[src/rtl/sat_shift_pkg.sv]
package sat_shift_pkg;

  // Instruction flavour carried by the mode input
  typedef enum logic {
    INSTR_SHR = 1'b0,
    INSTR_SHL = 1'b1
  } instr_mode_e;

  // Physical direction after the count sign is applied
  typedef enum logic {
    PATH_RIGHT = 1'b0,
    PATH_LEFT  = 1'b1
  } shift_path_e;

  // Saturation word for a given source sign
  function automatic logic [31:0] sat_word32(input logic neg);
    return neg ? 32'h8000_0000 : 32'h7FFF_FFFF;
  endfunction

endpackage

[src/rtl/shift_count_decode.sv]
module shift_count_decode
  import sat_shift_pkg::*;
#(
  parameter int CW = 7
) (
  input  logic [CW-1:0] cnt_raw,
  input  instr_mode_e   mode,
  output shift_path_e   path,
  output logic [CW-1:0] mag
);

  logic neg;

  always_comb begin
    neg = cnt_raw[CW-1];
    // Magnitude of the most negative count still fits as unsigned CW bits
    mag = neg ? (~cnt_raw + {{(CW-1){1'b0}}, 1'b1}) : cnt_raw;
    if ((mode == INSTR_SHL) ^ neg) begin
      path = PATH_LEFT;
    end else begin
      path = PATH_RIGHT;
    end
  end

endmodule

[src/rtl/shift_right_arith.sv]
module shift_right_arith #(
  parameter int W  = 32,
  parameter int CW = 7
) (
  input  logic [W-1:0]  din,
  input  logic [CW-1:0] mag,
  output logic [W-1:0]  dout
);

  logic [W-1:0] stage [CW+1];
  logic         sgn;

  assign sgn      = din[W-1];
  assign stage[0] = din;

  for (genvar i = 0; i < CW; i++) begin : g_stage
    localparam int STEP = 1 << i;
    if (STEP >= W) begin : g_fill
      assign stage[i+1] = mag[i] ? {W{sgn}} : stage[i];
    end else begin : g_part
      assign stage[i+1] = mag[i] ? {{STEP{sgn}}, stage[i][W-1:STEP]} : stage[i];
    end
  end

  assign dout = stage[CW];

endmodule

[src/rtl/shift_left_sat.sv]
module shift_left_sat #(
  parameter int W  = 32,
  parameter int CW = 7
) (
  input  logic [W-1:0]  din,
  input  logic [CW-1:0] mag,
  output logic [W-1:0]  dout,
  output logic          sat
);

  localparam int WW = 2 * W;
  localparam logic [W-1:0] POS_MAX = {1'b0, {(W-1){1'b1}}};
  localparam logic [W-1:0] NEG_MIN = {1'b1, {(W-1){1'b0}}};

  logic [WW-1:0] wide;
  logic [WW-1:0] shl;
  logic [W:0]    upper;
  logic          fits;
  logic [W-1:0]  clamped;
  logic [W-1:0]  satv;
  logic          sign_flip;
  logic          src_pos;
  logic          all_out;

  always_comb begin
    wide    = {{W{din[W-1]}}, din};
    shl     = wide << mag;
    upper   = shl[WW-1:W-1];
    fits    = (&upper) | ~(|upper);
    clamped = fits ? shl[W-1:0] : (shl[WW-1] ? NEG_MIN : POS_MAX);
    satv    = din[W-1] ? NEG_MIN : POS_MAX;

    sign_flip = clamped[W-1] ^ din[W-1];
    src_pos   = ~din[W-1] & (|din);
    all_out   = ~(|shl);

    if (sign_flip) begin
      dout = satv;
      sat  = 1'b1;
    end else if (src_pos && all_out) begin
      dout = POS_MAX;
      sat  = 1'b1;
    end else begin
      dout = clamped;
      sat  = ~fits;
    end
  end

endmodule

[src/rtl/sat_shift_unit.sv]
module sat_shift_unit
  import sat_shift_pkg::*;
#(
  parameter int W  = 32,
  parameter int CW = 7
) (
  input  logic         clk,
  input  logic         rst_n,
  input  logic         in_valid,
  input  logic [W-1:0] src,
  input  logic [W-1:0] amt,
  input  logic         mode_left,
  input  logic         ovf_clr,
  output logic         out_valid,
  output logic [W-1:0] result,
  output logic         ovf_sticky
);

  shift_path_e   path;
  logic [CW-1:0] mag;
  logic [W-1:0]  rsh_val;
  logic [W-1:0]  lsh_val;
  logic          lsh_sat;
  logic          amt_hi_unused;

  logic [W-1:0]  result_d, result_q;
  logic          valid_d, valid_q;
  logic          ovf_d, ovf_q;
  logic          op_sat;

  assign amt_hi_unused = ^amt[W-1:CW];

  shift_count_decode #(.CW(CW)) u_decode (
    .cnt_raw (amt[CW-1:0]),
    .mode    (instr_mode_e'(mode_left)),
    .path    (path),
    .mag     (mag)
  );

  shift_right_arith #(.W(W), .CW(CW)) u_rsh (
    .din  (src),
    .mag  (mag),
    .dout (rsh_val)
  );

  shift_left_sat #(.W(W), .CW(CW)) u_lsh (
    .din  (src),
    .mag  (mag),
    .dout (lsh_val),
    .sat  (lsh_sat)
  );

  // Next-state logic
  always_comb begin
    op_sat   = (path == PATH_LEFT) & lsh_sat;
    result_d = result_q;
    if (in_valid) begin
      result_d = (path == PATH_LEFT) ? lsh_val : rsh_val;
    end
    valid_d = in_valid;
    if (ovf_clr) begin
      ovf_d = 1'b0;
    end else begin
      ovf_d = ovf_q | (in_valid & op_sat);
    end
  end

  // State registers
  always_ff @(posedge clk or negedge rst_n) begin
    if (!rst_n) begin
      result_q <= '0;
      valid_q  <= 1'b0;
      ovf_q    <= 1'b0;
    end else begin
      result_q <= result_d;
      valid_q  <= valid_d;
      ovf_q    <= ovf_d;
    end
  end

  assign out_valid  = valid_q;
  assign result     = result_q;
  assign ovf_sticky = ovf_q;

endmodule

[config.mk]
export PLATFORM = sky130hd
export DESIGN_NAME = sat_shift_unit
export DESIGN_NICKNAME = d
export VERILOG_FILES = /design/src/rtl/sat_shift_pkg.sv /design/src/rtl/shift_count_decode.sv /design/src/rtl/shift_right_arith.sv /design/src/rtl/shift_left_sat.sv /design/src/rtl/sat_shift_unit.sv
export SDC_FILE = /design/constraint.sdc
export NUM_CORES = 1
export LEC_CHECK = 0
export CORE_UTILIZATION = 57
export CTS_CLUSTER_SIZE = 30
export DETAILED_ROUTE_END_ITERATION = 12
export PLACE_DENSITY_LB_ADDON = 0.15
export SETUP_SLACK_MARGIN = 0.5
export SYNTH_ARGS = -nofsm -noshare
export SYNTH_HDL_FRONTEND = slang
export SYNTH_SLANG_ARGS = --single-unit
[constraint.sdc]
create_clock -name clk -period 1 [get_ports clk]
set_clock_uncertainty 0.15 [all_clocks]
set_input_delay 0.2 -clock clk [delete_from_list [all_inputs] [get_ports clk]]
set_output_delay 0.2 -clock clk [all_outputs]
set_load 0.02 [all_outputs]
==> impl_summary.md, run 1 <==
Global routing
The via count of the first global-routing pass is 13448. Across every metal layer, demand over resource in global routing totals 87.5%. Global routing finished with a remaining overflow of 338. The global-route wire length before repair is 85100 um.

Entering global routing, the biggest net connects 41 pins.

Synth
Yosys mapped a number of flops with a built-in enable equal to 0. Ranked by total cell area, the synthesized netlist is headed by sky130_fd_sc_hd__mux2i_1 (24%), sky130_fd_sc_hd__dfrtp_1 (12%), sky130_fd_sc_hd__mux2_2 (5.9%). The async set-or-reset flop fraction in the synthesized netlist is 100%. The synthesized instance count is 882. The cell area after synthesis is 6890 um^2. The Yosys warning count is 0. The proportion of synthesized chip area in sequential cells is 12.4%. In this run, synthesis produced a sequential element count of 34.

The top flip-flop cell by instance count after synthesis is sky130_fd_sc_hd__dfrtp_1. Summed over all instances, the cell type with the most area after synthesis is sky130_fd_sc_hd__mux2i_1. The average instance in the mapped netlist occupies 7.81 um^2. Synthesis produced a netlist with a net count of 952.

The number of distinct standard cells referenced by the synthesized netlist is 89. The share of synthesized area in the top cell type comes to 24.4%.

Clock tree
The buffer cell driving the clock tree root is sky130_fd_sc_hd__clkbuf_16. Counting along the longest clock path gives a buffer depth of 2. The hold buffer count at CTS is 0.

In this run, CTS created clock tree buffers numbering 5. The clock drives 34 sinks. The H-tree was split into 2 levels.

Die
The initialized floorplan defines 39 standard-cell rows. For this configuration, the core starts out at a cell density of 59.3%. From left edge to right edge, the die measures 112 um.

The die height is 112 um. 103 I/O pins were placed.

Place
The congestion estimate from routability-driven global placement came to 1.29. The half-perimeter wire length after placement is 26100 um. The count of buffers from port buffering is 77. After detailed placement, the design holds a cell count of 1342. At the placement stage, the worst setup path has a slack of -3460 ps.

Run status
The first error in the log reads "[ERROR GRT-0116] Global routing finished with congestion. Check the congestion regions in the DRC Viewer". Progress stopped at global routing. The run stopped with a tool error.
-- cell usage after synthesis, types with 4 or more instances --
master,n
sky130_fd_sc_hd__mux2i_1,168
sky130_fd_sc_hd__nand2_1,79
sky130_fd_sc_hd__nor2_1,75
sky130_fd_sc_hd__a21oi_1,56
sky130_fd_sc_hd__o21ai_0,38
sky130_fd_sc_hd__mux2_2,36
sky130_fd_sc_hd__dfrtp_1,34
sky130_fd_sc_hd__clkbuf_1,30
sky130_fd_sc_hd__a31oi_1,29
sky130_fd_sc_hd__nand3_1,24
sky130_fd_sc_hd__nor3_1,23
sky130_fd_sc_hd__buf_2,20
sky130_fd_sc_hd__nand4_1,20
sky130_fd_sc_hd__o22ai_1,15
sky130_fd_sc_hd__a41oi_1,12
sky130_fd_sc_hd__buf_1,12
sky130_fd_sc_hd__nand2b_1,12
sky130_fd_sc_hd__buf_6,11
sky130_fd_sc_hd__o211ai_1,10
sky130_fd_sc_hd__nor4_1,9
sky130_fd_sc_hd__o221ai_1,9
sky130_fd_sc_hd__a211oi_1,8
sky130_fd_sc_hd__a32oi_1,8
sky130_fd_sc_hd__a22oi_1,7
sky130_fd_sc_hd__buf_4,7
sky130_fd_sc_hd__mux4_2,6
sky130_fd_sc_hd__a21o_1,5
sky130_fd_sc_hd__inv_1,5
sky130_fd_sc_hd__nor2b_1,5
sky130_fd_sc_hd__o2bb2ai_1,5
sky130_fd_sc_hd__a221oi_1,4
sky130_fd_sc_hd__a311oi_1,4
sky130_fd_sc_hd__o2111ai_1,4
sky130_fd_sc_hd__o21bai_1,4
sky130_fd_sc_hd__o31a_1,4
sky130_fd_sc_hd__o32ai_1,4
sky130_fd_sc_hd__or2_2,4
-- timing repair --
action | CTS
resized for setup | 327
cloned | 8
endpoints found under the setup margin | 102
setup buffers | 30
pin swaps | 30
-- kinds of logic after synthesis --
logic type	after synthesis	synth area share, %
xor+xnor	4	0.836
simple gates	281	20.2
fa+ha+maj	1	0.182
flops	34	12.4
mux	215	33.4
buf+inv	86	6.63
compound gates	261	26.4
-- layer usage --
metal	global-route usage (%)	overflow
met2	105	214
met1	85.8	8
met4	93.2	110
met5	22.4	1
met3	72.3	5
-- through the flow --
step | instance area [um^2] | setup TNS [ps]
floorplan | 7110 | -97350
global placement | 10100 | -112230
detailed placement | 10100 | -118780
CTS | 11200 | -92820
==> run 2: changes to the inputs <==
--- a/config.mk
+++ b/config.mk
@@ -5,11 +5,9 @@
 export SDC_FILE = /design/constraint.sdc
 export NUM_CORES = 1
 export LEC_CHECK = 0
-export CORE_UTILIZATION = 57
-export CTS_CLUSTER_SIZE = 30
+export CORE_UTILIZATION = 40
 export DETAILED_ROUTE_END_ITERATION = 12
 export PLACE_DENSITY_LB_ADDON = 0.15
-export SETUP_SLACK_MARGIN = 0.5
 export SYNTH_ARGS = -nofsm -noshare
 export SYNTH_HDL_FRONTEND = slang
 export SYNTH_SLANG_ARGS = --single-unit
==> run 2 against run 1 <==
  * The flow now finishes, with violations (setup timing)
  * Synthesized area unchanged
  * Synthesized cell count unchanged
==> impl_summary.md, run 2 <==
Synth
By count the netlist is led by sky130_fd_sc_hd__mux2i_1 (168), sky130_fd_sc_hd__nand2_1 (79), sky130_fd_sc_hd__nor2_1 (75), sky130_fd_sc_hd__a21oi_1 (56), sky130_fd_sc_hd__o21ai_0 (38). Summing the sequential cell areas from Yosys gives 12.4% of the chip area. The most frequent cell after synthesis is sky130_fd_sc_hd__mux2i_1. The cell taking the most area after synthesis is sky130_fd_sc_hd__mux2i_1. The flip-flop and latch count after synthesis is 34. The synthesized area divided by synthesized cell count is 7.81 um^2. The total nets after synthesis is 952. By area the synthesized netlist is led by sky130_fd_sc_hd__mux2i_1 (24%), sky130_fd_sc_hd__dfrtp_1 (12%), sky130_fd_sc_hd__mux2_2 (5.9%). The cell area after synthesis is 6890 um^2. The area share of the largest cell type after synthesis is 24.4%.

The synthesized instance count is 882. The top flip-flop cell by instance count after synthesis is sky130_fd_sc_hd__dfrtp_1. The Yosys warning count is 0.

Counting flops with a built-in enable in the synthesized netlist gives 0. For this run, asynchronously set or reset flops after synthesis account for 100%. The number of distinct standard cells referenced by the synthesized netlist is 89.

STA
Static timing analysis puts the maximum clock frequency at 264 MHz. The worst path uses 379% of the clock period. The worst-case setup margin in the final layout is -2790 ps. Setup violations remaining at the end of the flow were counted as 66. The hold violation total from the final report is 0. The number of pins with negative max-slew slack in the final report is 0. The setup TNS is -92700 ps.

In this run the tightest slew margin relative to its limit is 46.1%. Setup repair after global routing could not meet its margin everywhere. The transition time of the tightest slew-check pin is 803 ps. The minimum clock period after layout is 3790 ps.

Detailed routing
The count of nets left with antenna violations once routing finished came out at 0. The post-detailed-routing wire length is 36300 um. In the final routing, the length of wire on met1 measures 14100 um. For this run, design rule violations remaining after detail routing come to 0. The first routing iteration left 1077 violations. The detailed-router iteration count before antenna repair is 6. After detailed routing, no signal wire sits above met4. The vias per cell is 6.25. The met3 wire length is 2840 um. The total length of routed met2 wires is 16900 um. In the final routed layout, each cell accounts on average for 23.5 um. The overall via count from detail_route is 9649.

Die
The initialized floorplan defines 47 standard-cell rows. The initial standard-cell utilization of the core is 41.2%. The die height is 133 um.

The die is 133 um wide. During I/O placement, the number of pins put on the boundary was 103. The die covers 17700 um^2.

The core region area is 16700 um^2.

Global routing
The number of antenna violations at the first check in global routing was 0. The total routing usage reported by global routing is 39.8%. The via count of the first global-routing pass is 9407. The pin count of the biggest net entering global routing is 41. The global-route wire length before repair is 54300 um. The total overflow left after global routing is 0.

Finish
The end-of-flow core utilization is 72.3%. Leaving out fill and tap cells, the most frequent cell in the layout is sky130_fd_sc_hd__buf_4. The number of flip-flops under the largest register name is 32. The post-route netlist has 48.3% of its cells at a drive strength greater than 1. The final layout net count is 1393. The layout-stage area growth over the synthesis result is 75.2%.

The count of inserted antenna diode cells is 0. In the layout the commonest cells are sky130_fd_sc_hd__buf_4 (393), sky130_fd_sc_hd__mux2i_1 (149), sky130_fd_sc_hd__nand2_1 (75).

Clock tree
The clock passes through at most 2 buffers. The clock slew seen by the registers of the worst setup and hold paths is 60 ps. The H-tree was split into 2 levels. TritonCTS created 5 clock buffers.

TritonCTS built the clock tree. The buffer cell driving the clock tree root is sky130_fd_sc_hd__clkbuf_16. For the worst-skew pair, the clock arrives at the later sink with an insertion delay of 280 ps. The clock net sink count is 34.

Worst setup path
The arrival time of the worst setup path is 3830 ps. The element type at the critical path end is a register. The slack of the worst reg-to-reg path is -230 ps. The critical setup path kind is primary input to register.

The source of the worst register-to-register timing path is result[27]. The worst setup path is launched from a primary input. The depth of the worst register-to-register path is 4. Data on the critical path is required at its endpoint by 1040 ps. The maximum fanout encountered on the critical timing path is 10.

In this run the critical register-to-register path is captured at result[27].

Place
Buffers placed on the I/O ports in this run total 77. The routability congestion estimate from global placement is 1.06. The worst slack after detailed placement is -3800 ps.

The half-perimeter wire length after placement is 27300 um.

Power and ir drop
VDD sags by at most 0.00104 V. The power per cell area is 1230 nW/um^2. Summed over all cells, the static leakage comes to 0.00540 uW.

Run
The tool flagged a number of max-cap violations equal to 0.

Run status
The checks that failed: setup timing. The flow ran to the end, but the final reports show violations.

Min path
The worst hold path belongs to the class primary input to async pin.
## run 2: cell counts after synthesis
Identical to the previous run, type by type.
## run 2: cell families after synthesis
| logic type | count (synthesis) | synth area share, % |
|---|---|---|
| AND/OR/NAND/NOR | 281 | 20.2 |
| multiplexers | 215 | 33.4 |
| flip-flops | 34 | 12.4 |
| XOR/XNOR | 4 | 0.836 |
| buffers and inverters | 86 | 6.63 |
| adder cells (fa/ha/maj) | 1 | 0.182 |
| AO/OA/AOI/OAI | 261 | 26.4 |
## run 2: what timing repair did
item,in CTS,in global routing
hold endpoints to repair,0,0
setup endpoints to repair,68,67
gates resized for setup,300,76
pin swaps,30,30
hold buffers,0,0
cloned,7,0
setup buffers,51,31
## run 2: routing by layer
metal,GRT usage (%),vias to the layer above
met1,49.0,4573
li1,-,4360
met2,66.0,551
met5,0,-
met3,6.01,165
met4,23.5,0
## run 2: how the worst max path moves through the flow
stage	slack, ps	depth (start not counted)	startpoint	end
after floorplan	-3070	21	amt[0]	result[21]
after global placement	-3660	15	amt[1]	result[15]
after detailed placement	-3800	15	amt[1]	result[21]
after CTS	-2680	18	amt[1]	result[25]
after global routing	-2890	18	amt[0]	result[18]
final	-2790	19	amt[2]	result[18]
## run 2: area by class of cell
cell class              instances  area (um^2)
clock buffers                   6          139
clock inverters                 2         12.5
fillers                      1339         4630
inverters                       6         32.5
multi-input cells             763         6280
flip-flops and latches         34          851
well taps                     220          275
repair buffers                513         4480
## run 2: worst max-delay path, stage by stage
cell                            delay, ps
sky130_fd_sc_hd__dlygate4sd2_1        260
sky130_fd_sc_hd__buf_12               150
sky130_fd_sc_hd__o31ai_4              230
sky130_fd_sc_hd__buf_4                150
sky130_fd_sc_hd__buf_6                100
sky130_fd_sc_hd__xnor2_4              170
sky130_fd_sc_hd__nand2_2              110
sky130_fd_sc_hd__buf_4                170
sky130_fd_sc_hd__o311a_4              340
sky130_fd_sc_hd__buf_4                150
sky130_fd_sc_hd__a21oi_2              100
sky130_fd_sc_hd__nand4_1              150
sky130_fd_sc_hd__or4_4                580
sky130_fd_sc_hd__nor3_4               200
sky130_fd_sc_hd__a21o_1               180
sky130_fd_sc_hd__buf_12               160
sky130_fd_sc_hd__buf_12               120
sky130_fd_sc_hd__nand2_1               50
sky130_fd_sc_hd__a41oi_1              220
## run 2: power breakdown
part / switching (uW) / internal (uW) / total [uW] / leakage, uW
combinational: 5680 / 5720 / 11400 / 0.00494
sequential: 246 / 1650 / 1900 / 0.000391
clock: 577 / 985 / 1560 / 0.0000729
total: 6510 / 8360 / 14900 / 0.00540
## run 2: through the flow
step | hold WS (ps) | instances | power [uW] | instance area, um^2
after detailed placement | 363 | 1453 | 11300 | 10500
after global routing | 158 | 1544 | 15500 | 12100
after global placement | 355 | 1453 | 11400 | 10500
after floorplan | -246 | 882 | 6440 | 7080
final | 142 | 1544 | 14900 | 12100
after CTS | 156 | 1519 | 13900 | 11500
Power figures use the tool's default switching activity.
==> run 3: changes to the inputs <==
--- a/config.mk
+++ b/config.mk
@@ -6,6 +6,7 @@
 export NUM_CORES = 1
 export LEC_CHECK = 0
 export CORE_UTILIZATION = 40
+export CTS_CLUSTER_SIZE = 40
 export DETAILED_ROUTE_END_ITERATION = 12
 export PLACE_DENSITY_LB_ADDON = 0.15
 export SYNTH_ARGS = -nofsm -noshare
==> results of run 3 <==
The final DEF is identical to that of run 2; final timing and power are the same.
==> run 4: changes to the inputs <==
--- a/config.mk
+++ b/config.mk
@@ -5,6 +5,8 @@
 export SDC_FILE = /design/constraint.sdc
 export NUM_CORES = 1
 export LEC_CHECK = 0
+export CELL_PAD_IN_SITES_DETAIL_PLACEMENT = 0
+export CELL_PAD_IN_SITES_GLOBAL_PLACEMENT = 1
 export CORE_UTILIZATION = 40
 export CTS_CLUSTER_SIZE = 40
 export DETAILED_ROUTE_END_ITERATION = 12
==> run 4 against run 3 <==
  * Critical path depth down 1
  * Largest power group unchanged
  * Via count down 0.54%
  * Setup slack better by 28 ps
  * The run still ends with setup timing left
  * Global-route usage down 0.25 points
  * Register-to-register slack better by 60 ps
  * Sequential share of layout area up 0.21 points
==> impl_summary.md, run 4 (synthesized netlist as in run 2, its figures left out) <==
Global routing
The total routing usage reported by global routing is 39.6%. The number of antenna violations at the first check in global routing is 0. The pin count of the biggest net entering global routing is 41. The via count of the first global-routing pass is 9378. The first global-routing pass estimated 54200 um of wire. The total global routing overflow is 0.

STA
The number of pins with negative max-slew slack in the final report is 0. Setup repair after global routing could not meet its margin everywhere. The transition time of the tightest slew-check pin is 891 ps. The final critical path takes up 376% of the cycle.

The final number of setup-violating endpoints is 67. The worst-case setup margin in the final layout is -2760 ps. The hold violation total from the final report is 0. After layout, the minimum clock period comes to 3760 ps. The fmax is 266 MHz. Across all hold checks on the routed design, the worst slack comes to 154 ps. The headroom to the max-slew limit is 40.3%.

Finish
The layout-stage area growth over the synthesis result is 70.0%. Leaving out fill and tap cells, the most frequent cell in the layout is sky130_fd_sc_hd__buf_4. In the layout the commonest cells are sky130_fd_sc_hd__buf_4 (374), sky130_fd_sc_hd__mux2i_1 (144), sky130_fd_sc_hd__nand2_1 (75).

The fraction of final layout cells sized beyond drive strength 1 is 46.7%. Counting the fill cells in the layout gives 1324. The final layout net count is 1367. The number of antenna diodes in the final layout is 0. The number of flip-flops under the largest register name is 32.

Min path
The worst hold path belongs to the class primary input to async pin.

Power and ir drop
For this design the ratio of total power to cell area is 1230 nW/um^2. The peak supply drop is 0.000879 V. In this run the static leakage power is 0.00518 uW. Total power for the finished layout comes to 14400 uW.

Clock tree
The clock buffer count from CTS is 5. The clock slew seen by the registers of the worst setup and hold paths is 50 ps. CTS built an H-tree with a depth of 2.

The clock net sink count is 34. The deepest clock path buffer count is 2. The CTS tree is built. The clock insertion delay at the later pin of the skew report is 280 ps.

Clock tree synthesis selected as its root buffer the cell sky130_fd_sc_hd__clkbuf_16.

Detailed routing
Before antenna repair, the detailed router went through 5 iterations. The number of DRC markers after the initial detailed-route iteration is 1023. The post-detailed-routing wire length is 36100 um. Across all layers, the routed design uses 9597 vias. The vias per cell is 6.32. In the final routed layout, each cell accounts on average for 23.8 um.

After detailed routing, the number of remaining DRC violations is 0. Once detail routing completed, the nets flagged for antenna violations numbered 0.

Worst setup path
STA classifies the critical path endpoint as a register. The critical path in this run is classified as primary input to register. The worst setup path is launched from a primary input. The arrival time of the worst setup path is 3800 ps. The maximum fanout encountered on the critical timing path is 16. The required arrival time at the worst endpoint is 1040 ps.

Die
The core region area is 16700 um^2. The floorplan has 47 rows. The die is 133 um wide.

The number of top-level pins is 103. The initial standard-cell utilization of the core is 41.2%. The die is 133 um tall. The overall die area is 17700 um^2.

Run status
The final reports fail on setup timing. The run finished, with violations left.

Place
The count of buffers from port buffering is 77. At the end of routability-driven placement, the weighted congestion stood at 1.10. The half-perimeter wire length after placement is 28000 um.

Run
The tool flagged a number of max-cap violations equal to 0.
run 4: cell types whose count changed in the layout (fill, tap and decap cells not counted), moves of 3 or more:
cell / previous run / this run
sky130_fd_sc_hd__buf_16: 4 / 1
sky130_fd_sc_hd__a21oi_2: 8 / 5
sky130_fd_sc_hd__buf_12: 19 / 10
sky130_fd_sc_hd__mux2i_1: 149 / 144
sky130_fd_sc_hd__mux2i_2: 12 / 17
sky130_fd_sc_hd__buf_4: 393 / 374
sky130_fd_sc_hd__buf_6: 52 / 55
run 4: area by class of cell:
cell class / count / area [um^2] / share of cell area (%)
Tap cell: 220 / 275 / 2.35
Multi-Input combinational cell: 764 / 6250 / 53.4
Sequential cell: 34 / 851 / 7.27
Inverter: 6 / 32.5 / 0.278
Timing Repair Buffer: 486 / 4150 / 35.4
Clock buffer: 6 / 139 / 1.19
Clock inverter: 2 / 12.5 / 0.107
run 4: critical path, cell delays in order:
cell and delay [ps]:
sky130_fd_sc_hd__buf_8 110, sky130_fd_sc_hd__inv_8 50, sky130_fd_sc_hd__ha_4 200, sky130_fd_sc_hd__mux2_4 320, sky130_fd_sc_hd__buf_6 140, sky130_fd_sc_hd__buf_12 130
sky130_fd_sc_hd__mux2i_1 260, sky130_fd_sc_hd__mux2i_2 160, sky130_fd_sc_hd__o21ai_2 210, sky130_fd_sc_hd__buf_4 140, sky130_fd_sc_hd__o2111a_1 240, sky130_fd_sc_hd__nand4_1 140
sky130_fd_sc_hd__or4_1 550, sky130_fd_sc_hd__nor3_2 230, sky130_fd_sc_hd__a21o_1 150, sky130_fd_sc_hd__buf_12 170, sky130_fd_sc_hd__a31oi_1 150, sky130_fd_sc_hd__a31oi_1 230
run 4: stage by stage:
step	worst slack [ps]	TNS (ps)	util [%]	std cells	cell area (um^2)
detailed placement	-3680	-126690	63.1	1470	10500
CTS	-2720	-90280	68.1	1509	11400
floorplan	-3070	-97300	-	882	7080
global placement	-3690	-127450	63.1	1470	10500
finish	-2760	-91770	70.1	1518	11700
global route	-2900	-96510	70.1	1518	11700
run 4: what timing repair did:
| action | 4_1_cts | 5_1_grt |
|---|---|---|
| pin swaps | 17 | 19 |
| hold buffers | 0 | 0 |
| gates resized for setup | 295 | 62 |
| endpoints found under the setup margin | 68 | 67 |
| buffers inserted | 28 | 9 |
| cloned | 3 | 0 |
run 4: worst paths after layout:
path / end / startpoint / slack, ps / depth (start not counted)
worst max-delay path: result[13] / amt[0] / -2760 / 18
worst min-delay path: result[28] / rst_n / 150 / 2
worst max register to register: result[8] / result[8] / -170 / 3
worst min register to register: result[23] / result[23] / 450 / 2
max in group asynchronous: result[22] / rst_n / 370 / 2
min in group clk: out_valid / in_valid / 270 / 2
run 4: power by group:
| group | leakage [uW] | total (uW) | switching, uW | internal (uW) |
|---|---|---|---|---|
| Combinational | 0.00472 | 11000 | 5580 | 5420 |
| Clock | 0.0000729 | 1560 | 577 | 985 |
| Sequential | 0.000391 | 1880 | 226 | 1650 |
run 4: routing by layer:
| metal | GRT usage [%] | routed length [um] | vias up |
|---|---|---|---|
| li1 | - | - | 4304 |
| met1 | 48.6 | 14000 | 4585 |
| met2 | 65.5 | 16900 | 561 |
| met3 | 5.02 | 2760 | 147 |
| met4 | 25.4 | 2390 | 0 |
| met5 | 0 | 0 | - |
